`src/rtl/bot_pkg.sv`:
```
package bot_pkg;
  localparam int TBL_ENTRIES = 8;
  localparam int TBL_IDX_W   = $clog2(TBL_ENTRIES);
  localparam int ID_W        = 16;
  localparam int TAG_W       = 8;

  typedef struct packed {
    logic                 allocEn;
    logic [TBL_IDX_W-1:0] allocIdx;
    logic                 relEn;
    logic [TBL_IDX_W-1:0] relIdx;
  } tblStrobe_t;
endpackage

```
`src/rtl/bot_ctrl.sv`:
```
module bot_ctrl #(
  parameter int CPL_SPACE   = 64,
  parameter int SIZE_W      = 7,
  parameter int POSTED_GATE = 0
) (
  input  logic                        clk,
  input  logic                        rstN,
  input  logic                        reqValid,
  input  logic                        reqPosted,
  input  logic [SIZE_W-1:0]           reqSize,
  output logic                        reqReady,
  input  logic                        cplValid,
  input  logic [bot_pkg::TAG_W-1:0]   cplTag,
  input  logic [SIZE_W-1:0]           relSize,
  input  logic                        commit,
  output logic                        cplHit,
  output logic                        cplErr,
  output bot_pkg::tblStrobe_t         strb
);
  import bot_pkg::*;
  localparam int ENT     = TBL_ENTRIES;
  localparam int IDXW    = TBL_IDX_W;
  localparam int SPACE_W = $clog2(CPL_SPACE + 1);

  logic [ENT-1:0]     usedMap, usedNext;
  logic [SPACE_W-1:0] space, spaceNext;
  logic               postedBusy;
  logic               anyFree, fits, isPosted, npAccept, postAccept, tagOk;
  logic [IDXW-1:0]    freeIdx, tagIdx;
  int                 spaceInt;

  // lowest free slot
  always_comb begin
    anyFree = 1'b0;
    freeIdx = '0;
    for (int i = ENT - 1; i >= 0; i--) begin
      if (!usedMap[i]) begin
        anyFree = 1'b1;
        freeIdx = IDXW'(i);
      end
    end
  end

  assign isPosted   = (POSTED_GATE != 0) && reqPosted;
  assign fits       = int'(reqSize) <= int'(space);
  assign reqReady   = isPosted ? !postedBusy : (anyFree && fits);
  assign npAccept   = reqValid && reqReady && !isPosted;
  assign postAccept = reqValid && reqReady && isPosted;

  assign tagIdx = cplTag[IDXW-1:0];
  assign tagOk  = (cplTag >> IDXW) == '0;
  assign cplHit = cplValid && tagOk && usedMap[tagIdx];
  assign cplErr = cplValid && !(tagOk && usedMap[tagIdx]);

  assign strb.allocEn  = npAccept;
  assign strb.allocIdx = freeIdx;
  assign strb.relEn    = cplHit;
  assign strb.relIdx   = tagIdx;

  always_comb begin
    usedNext = usedMap;
    if (cplHit)   usedNext[tagIdx]  = 1'b0;
    if (npAccept) usedNext[freeIdx] = 1'b1;
    spaceInt = int'(space);
    if (npAccept) spaceInt = spaceInt - int'(reqSize);
    if (cplHit)   spaceInt = spaceInt + int'(relSize);
    spaceNext = SPACE_W'(spaceInt);
  end

  always_ff @(posedge clk or negedge rstN) begin
    if (!rstN) begin
      usedMap    <= '0;
      space      <= SPACE_W'(CPL_SPACE);
      postedBusy <= 1'b0;
    end else begin
      usedMap <= usedNext;
      space   <= spaceNext;
      if (postAccept)  postedBusy <= 1'b1;
      else if (commit) postedBusy <= 1'b0;
    end
  end

  a_r7_no_overcommit: assert property (@(posedge clk) disable iff (!rstN)
    int'(space) <= CPL_SPACE);
  a_r7_short_stalls: assert property (@(posedge clk) disable iff (!rstN)
    (reqValid && !isPosted && int'(reqSize) > int'(space)) |-> !reqReady);
  a_r8_full_blocks: assert property (@(posedge clk) disable iff (!rstN)
    ((&usedMap) && reqValid && !isPosted) |-> !reqReady);
  a_r9_err_keeps_state: assert property (@(posedge clk) disable iff (!rstN)
    (cplErr && !npAccept) |=> (usedMap == $past(usedMap)) && (space == $past(space)));
  a_r6_posted_held: assert property (@(posedge clk) disable iff (!rstN)
    postAccept |=> postedBusy);
  a_r6_hold_until_commit: assert property (@(posedge clk) disable iff (!rstN)
    (postedBusy && !commit) |=> postedBusy);
  a_r10_net_update: assert property (@(posedge clk) disable iff (!rstN)
    (npAccept && cplHit) |=>
      int'(space) == int'($past(space)) - int'($past(reqSize)) + int'($past(relSize)));
endmodule

```
`src/rtl/bot_dp.sv`:
```
module bot_dp #(
  parameter int SIZE_W = 7
) (
  input  logic                        clk,
  input  logic                        rstN,
  input  bot_pkg::tblStrobe_t         strb,
  input  logic [bot_pkg::ID_W-1:0]    ownId,
  input  logic                        reqPosted,
  input  logic [bot_pkg::ID_W-1:0]    reqId,
  input  logic [bot_pkg::TAG_W-1:0]   reqTag,
  input  logic [SIZE_W-1:0]           reqSize,
  output logic [bot_pkg::ID_W-1:0]    outId,
  output logic [bot_pkg::TAG_W-1:0]   outTag,
  output logic [SIZE_W-1:0]           relSize,
  output logic [bot_pkg::ID_W-1:0]    cplOutId,
  output logic [bot_pkg::TAG_W-1:0]   cplOutTag
);
  import bot_pkg::*;
  localparam int ENT  = TBL_ENTRIES;
  localparam int IDXW = TBL_IDX_W;

  logic [ID_W-1:0]   origId   [ENT];
  logic [TAG_W-1:0]  origTag  [ENT];
  logic [SIZE_W-1:0] origSize [ENT];

  generate
    for (genvar g = 0; g < ENT; g++) begin : gSlot
      always_ff @(posedge clk or negedge rstN) begin
        if (!rstN) begin
          origId[g]   <= '0;
          origTag[g]  <= '0;
          origSize[g] <= '0;
        end else if (strb.allocEn && strb.allocIdx == IDXW'(g)) begin
          origId[g]   <= reqId;
          origTag[g]  <= reqTag;
          origSize[g] <= reqSize;
        end
      end
    end
  endgenerate

  assign outId     = reqPosted ? reqId  : ownId;
  assign outTag    = reqPosted ? reqTag : {{(TAG_W-IDXW){1'b0}}, strb.allocIdx};
  assign relSize   = origSize[strb.relIdx];
  assign cplOutId  = origId[strb.relIdx];
  assign cplOutTag = origTag[strb.relIdx];

  a_r10_distinct_slots: assert property (@(posedge clk) disable iff (!rstN)
    (strb.allocEn && strb.relEn) |-> strb.allocIdx != strb.relIdx);
  a_r4_slot_saved: assert property (@(posedge clk) disable iff (!rstN)
    strb.allocEn |=> origId[$past(strb.allocIdx)] == $past(reqId)
                  && origTag[$past(strb.allocIdx)] == $past(reqTag));
endmodule

```
`src/rtl/bridge_owner_table.sv`:
```
module bridge_owner_table #(
  parameter int CPL_SPACE = 64,
  parameter int SIZE_W    = 7
) (
  input  logic              clk,
  input  logic              rstN,
  input  logic [7:0]        cfgPriBus,
  input  logic [4:0]        cfgPriDev,
  input  logic [2:0]        cfgPriFunc,
  input  logic [7:0]        cfgSecBus,
  input  logic              upReqValid,
  output logic              upReqReady,
  input  logic [15:0]       upReqId,
  input  logic [7:0]        upReqTag,
  input  logic [SIZE_W-1:0] upReqSize,
  output logic              upOutValid,
  output logic [15:0]       upOutId,
  output logic [7:0]        upOutTag,
  input  logic              upCplValid,
  input  logic [7:0]        upCplTag,
  output logic              upCplOutValid,
  output logic [15:0]       upCplOutId,
  output logic [7:0]        upCplOutTag,
  output logic              upCplErr,
  input  logic              dnReqValid,
  output logic              dnReqReady,
  input  logic              dnReqPosted,
  input  logic [15:0]       dnReqId,
  input  logic [7:0]        dnReqTag,
  input  logic [SIZE_W-1:0] dnReqSize,
  output logic              dnOutValid,
  output logic [15:0]       dnOutId,
  output logic [7:0]        dnOutTag,
  input  logic              dnCommit,
  input  logic              dnCplValid,
  input  logic [7:0]        dnCplTag,
  output logic              dnCplOutValid,
  output logic [15:0]       dnCplOutId,
  output logic [7:0]        dnCplOutTag,
  output logic              dnCplErr
);
  bot_pkg::tblStrobe_t upStrb, dnStrb;
  logic [SIZE_W-1:0]   upRelSize, dnRelSize;
  logic [15:0]         upOwnId, dnOwnId;

  assign upOwnId = {cfgSecBus, 8'h00};
  assign dnOwnId = {cfgPriBus, cfgPriDev, cfgPriFunc};

  bot_ctrl #(.CPL_SPACE(CPL_SPACE), .SIZE_W(SIZE_W), .POSTED_GATE(0)) upCtrl (
    .clk(clk), .rstN(rstN), .reqValid(upReqValid), .reqPosted(1'b0),
    .reqSize(upReqSize), .reqReady(upReqReady), .cplValid(upCplValid),
    .cplTag(upCplTag), .relSize(upRelSize), .commit(1'b0),
    .cplHit(upCplOutValid), .cplErr(upCplErr), .strb(upStrb));

  bot_dp #(.SIZE_W(SIZE_W)) upDp (
    .clk(clk), .rstN(rstN), .strb(upStrb), .ownId(upOwnId), .reqPosted(1'b0),
    .reqId(upReqId), .reqTag(upReqTag), .reqSize(upReqSize),
    .outId(upOutId), .outTag(upOutTag), .relSize(upRelSize),
    .cplOutId(upCplOutId), .cplOutTag(upCplOutTag));

  bot_ctrl #(.CPL_SPACE(CPL_SPACE), .SIZE_W(SIZE_W), .POSTED_GATE(1)) dnCtrl (
    .clk(clk), .rstN(rstN), .reqValid(dnReqValid), .reqPosted(dnReqPosted),
    .reqSize(dnReqSize), .reqReady(dnReqReady), .cplValid(dnCplValid),
    .cplTag(dnCplTag), .relSize(dnRelSize), .commit(dnCommit),
    .cplHit(dnCplOutValid), .cplErr(dnCplErr), .strb(dnStrb));

  bot_dp #(.SIZE_W(SIZE_W)) dnDp (
    .clk(clk), .rstN(rstN), .strb(dnStrb), .ownId(dnOwnId), .reqPosted(dnReqPosted),
    .reqId(dnReqId), .reqTag(dnReqTag), .reqSize(dnReqSize),
    .outId(dnOutId), .outTag(dnOutTag), .relSize(dnRelSize),
    .cplOutId(dnCplOutId), .cplOutTag(dnCplOutTag));

  assign upOutValid = upReqValid && upReqReady;
  assign dnOutValid = dnReqValid && dnReqReady;
endmodule

```
`config.mk`:
```
export PLATFORM = sky130hd
export DESIGN_NAME = bridge_owner_table
export DESIGN_NICKNAME = d
export VERILOG_FILES = /design/src/rtl/bot_pkg.sv /design/src/rtl/bot_ctrl.sv /design/src/rtl/bot_dp.sv /design/src/rtl/bridge_owner_table.sv
export SDC_FILE = /design/constraint.sdc
export NUM_CORES = 1
export LEC_CHECK = 0
export ABC_AREA = 0
export BUFFER_PORTS_ARGS = -buffer_cell sky130_fd_sc_hd__buf_2
export CAP_MARGIN = 5
export CORE_MARGIN = 4
export CORE_UTILIZATION = 35
export CTS_BUF_LIST = sky130_fd_sc_hd__clkbuf_4 sky130_fd_sc_hd__clkbuf_8 sky130_fd_sc_hd__clkbuf_16
export DETAILED_ROUTE_END_ITERATION = 10
export GPL_TIMING_DRIVEN = 0
export HOLD_SLACK_MARGIN = 0.12
export SLEW_MARGIN = 20
export SYNTH_ARGS = -nofsm -noshare
export SYNTH_HDL_FRONTEND = slang
export SYNTH_HIERARCHICAL = 1
export SYNTH_SLANG_ARGS = --single-unit
```
`constraint.sdc`:
```
create_clock -name clk -period 7.7 [get_ports clk]
set_input_delay 0.385 -clock clk [delete_from_list [all_inputs] [get_ports clk]]
set_output_delay 0.385 -clock clk [all_outputs]
set_load 0.005 [all_outputs]
```
==> impl_summary.md <==
Global routing
The first-pass GRT wire length is 99650 um. The maximum number of pins on one net before global-route repair is 106. Global routing finished with a remaining overflow of 0. The global-route usage over all layers is 16.11%. The number of global-route vias before repair is 16844.

The initial antenna violation count is 5.

Clocking
Counting the buffers created by CTS gives 57. The clock transition at the registers of the reported paths is 0.06 ns. The H-tree was split into 2 levels. The CTS tree is done. The largest buffer count on any clock path is 3. The clock latency on the worst-skew pair is 0.60 ns.

After clock tree synthesis, the repair step resized 0 gates. The tree is rooted in a sky130_fd_sc_hd__clkbuf_16. The clock sink count is 527.

Drt
The count of nets left with antenna violations after detail routing is 0. The count of TritonRoute iterations in the first routing pass is 5. The residual DRC count is 0. The detailed router finished its first iteration with 760 violations. The routed layout has 15809 vias. After detailed routing, the number of vias per cell comes to 5.249. The wire length per cell is 21.39 um. The final layout contains routed wiring with a total length of 64420 um.

Floorplanning
The die is 281.8 um tall. Measured along the x axis, the die boundary spans 281.8 um. The starting density of the core is 35.30%. The number of cell rows is 100.

The die outline area is 79410 um^2. The floorplan core area is 74320 um^2. The total I/O pin count is 214.

Pwr
The cell leakage power is 15.17 nW. The completed layout was analyzed and its total power is 10.08 mW. The power density of the placed cells is 325.1 nW/um^2. The worst-case vdd ir drop is 188.5 uV.

Timing
The setup-violating endpoint count in the final report is 0. After layout, the worst path uses 53.28% of the clock period. Setup repair after global routing left no endpoint under its margin.

The time the worst path needs with I/O delays and setup is 4.103 ns. The worst clock skew on the final layout is 0.01913 ns. The maximum operating frequency is 243.7 MHz. The final number of hold-violating endpoints is 0. The summed negative setup slack over all endpoints is 0 ns. The number of pins exceeding their max-slew limit in the final report is 0.

The slew at the pin closest to its max-slew limit is 0.9050 ns. The remaining max-slew budget at the tightest pin is 39.67%.

Synthesis
The count of warnings emitted by yosys is 6. The combined area of all synthesized cells is 26240 um^2. Each instance of the synthesized netlist takes up on average 15.53 um^2. The cell count after synthesis came out at 1689.

Critical path
The worst setup path is launched from an input port. Data on the critical path arrives at its endpoint at 4.64 ns. The required arrival time at the worst endpoint is 8.23 ns. The endpoint class of the critical path is a flop. The worst setup path is of the in -> reg kind. The largest driver fanout on the critical path is 10.

Placed design
The instance area at placement is 28610 um^2. The cell total after placement is 2867. The global placer's final weighted congestion is 0.7728. The quantity of I/O buffers inserted on ports is 196.

The total half-perimeter wirelength after legalization and detailed placement is 43530 um.

Outcome
The run finished with clean final reports.

Run
The max-cap violation count is 0.

Final layout
After routing the design area is 31010 um^2. The area growth from synthesis to layout is 18.18%. The final layout contains 2140 nets. The count of cells in the finished layout, fillers not included, comes to 3012. The share of cells above drive strength 1 is 50.02%.

Hold path
The type of the most critical hold path is in -> reg.
-- worst max-delay path, cell delays in order --
cell	delay, ns
sky130_fd_sc_hd__dlygate4sd3_1	0.57
sky130_fd_sc_hd__buf_2	0.22
sky130_fd_sc_hd__inv_1	0.09
sky130_fd_sc_hd__ha_1	0.38
sky130_fd_sc_hd__nand2_1	0.09
sky130_fd_sc_hd__nor3_2	0.18
sky130_fd_sc_hd__a21oi_2	0.11
sky130_fd_sc_hd__nor4b_4	0.52
sky130_fd_sc_hd__buf_6	0.24
sky130_fd_sc_hd__mux2i_1	0.25
sky130_fd_sc_hd__ha_1	0.20
sky130_fd_sc_hd__inv_1	0.06
sky130_fd_sc_hd__fa_1	0.44
sky130_fd_sc_hd__nor2b_1	0.18
sky130_fd_sc_hd__o31a_1	0.19
sky130_fd_sc_hd__o21a_1	0.14
sky130_fd_sc_hd__o21ai_0	0.07
sky130_fd_sc_hd__o311a_1	0.14
sky130_fd_sc_hd__xnor2_1	0.16
-- final timing paths --
check | to | slack [ns] | cells past startpoint | from
worst max register to register | dnCtrl/space[6] | 3.86 | 16 | dnCtrl/space[4]
worst min register to register | dnDp/origTag[30] | 0.48 | 1 | dnDp/origTag[30]
worst max-delay path | dnCtrl/space[6] | 3.60 | 19 | dnReqSize[3]
worst min-delay path | upDp/origId[106] | 0.16 | 2 | upReqId[10]
min in group asynchronous | dnCtrl/postedBusy | 0.36 | 2 | rstN
max in group asynchronous | dnDp/origId[10] | 5.90 | 4 | rstN
-- what timing repair did --
item | 4_1_cts | 5_1_grt
endpoints found under the hold margin | 328 | 0
buffers inserted | 0 | 0
hold buffers | 40 | 0
-- cells in the final DEF (no fill, tap or decap), types with 6 or more instances in the layout --
master                          count
sky130_fd_sc_hd__buf_1              8
sky130_fd_sc_hd__clkbuf_8          11
sky130_fd_sc_hd__clkbuf_1          18
sky130_fd_sc_hd__clkbuf_4          20
sky130_fd_sc_hd__mux2_2           593
sky130_fd_sc_hd__inv_1             30
sky130_fd_sc_hd__mux4_2            16
sky130_fd_sc_hd__nand4b_1           6
sky130_fd_sc_hd__o21ai_0           30
sky130_fd_sc_hd__dlygate4sd3_1     40
sky130_fd_sc_hd__bufinv_16          6
sky130_fd_sc_hd__xnor2_1           12
sky130_fd_sc_hd__conb_1             9
sky130_fd_sc_hd__nor2b_1            9
sky130_fd_sc_hd__and2_1            14
sky130_fd_sc_hd__nand3_1            6
sky130_fd_sc_hd__buf_4              9
sky130_fd_sc_hd__o21a_1             7
sky130_fd_sc_hd__mux2i_1           12
sky130_fd_sc_hd__clkbuf_16         57
sky130_fd_sc_hd__nand2_1           25
sky130_fd_sc_hd__buf_6             16
sky130_fd_sc_hd__buf_2            254
sky130_fd_sc_hd__nor2_1            16
sky130_fd_sc_hd__mux2_1            18
sky130_fd_sc_hd__mux4_1           110
sky130_fd_sc_hd__a21oi_1           16
sky130_fd_sc_hd__a31oi_1            8
sky130_fd_sc_hd__ha_1              29
sky130_fd_sc_hd__dfrtp_1          525
-- power by group --
group | internal [mW] | total, mW | switching (mW)
sequential | 3.71 | 4.16 | 0.441
combinational | 1.78 | 3.06 | 1.28
clock | 1.75 | 2.87 | 1.12
-- stage by stage --
stage	hold slack (ns)	util (%)	worst slack, ns
floorplan	0.08941	-	4.361
global placement	0.4587	38.29	-4.221
detailed placement	0.4396	38.49	3.566
CTS	0.1203	41.71	3.591
global route	0.1228	41.71	3.266
finish	0.1611	41.72	3.597
-- cell type report --
type	count	area, um^2
Tap cell	969	1212
Clock buffer	88	1728
Sequential cell	527	13190
Buffer	112	650.6
Timing Repair Buffer	241	1529
Inverter	32	120.1
Fill cell	6777	43310
Multi-Input combinational cell	1026	12310
Antenna cell	2	5.005
Clock inverter	15	265.3
-- state kept, by name, summed over array words and instances, names as in the netlist --
| name | count |
|---|---|
| dnCtrl/usedMap | 8 |
| dnDp/origTag | 64 |
| dnCtrl/space | 7 |
| dnDp/origId | 128 |
| upDp/origTag | 64 |
| dnDp/origSize | 56 |
| upDp/origId | 128 |
| upCtrl/usedMap | 8 |
| dnCtrl/postedBusy | 1 |
| upDp/origSize | 56 |
| upCtrl/space | 7 |
-- routing by layer --
| layer | routed length [um] | vias up | track usage, % |
|---|---|---|---|
| li1 | - | 7051 | - |
| met1 | 27970 | 8355 | 21.16 |
| met2 | 32160 | 316 | 27.86 |
| met3 | 3032 | 85 | 2.964 |
| met4 | 1246 | 2 | 3.736 |
| met5 | 13 | - | 0 |
(Power assumes the default switching activity.)
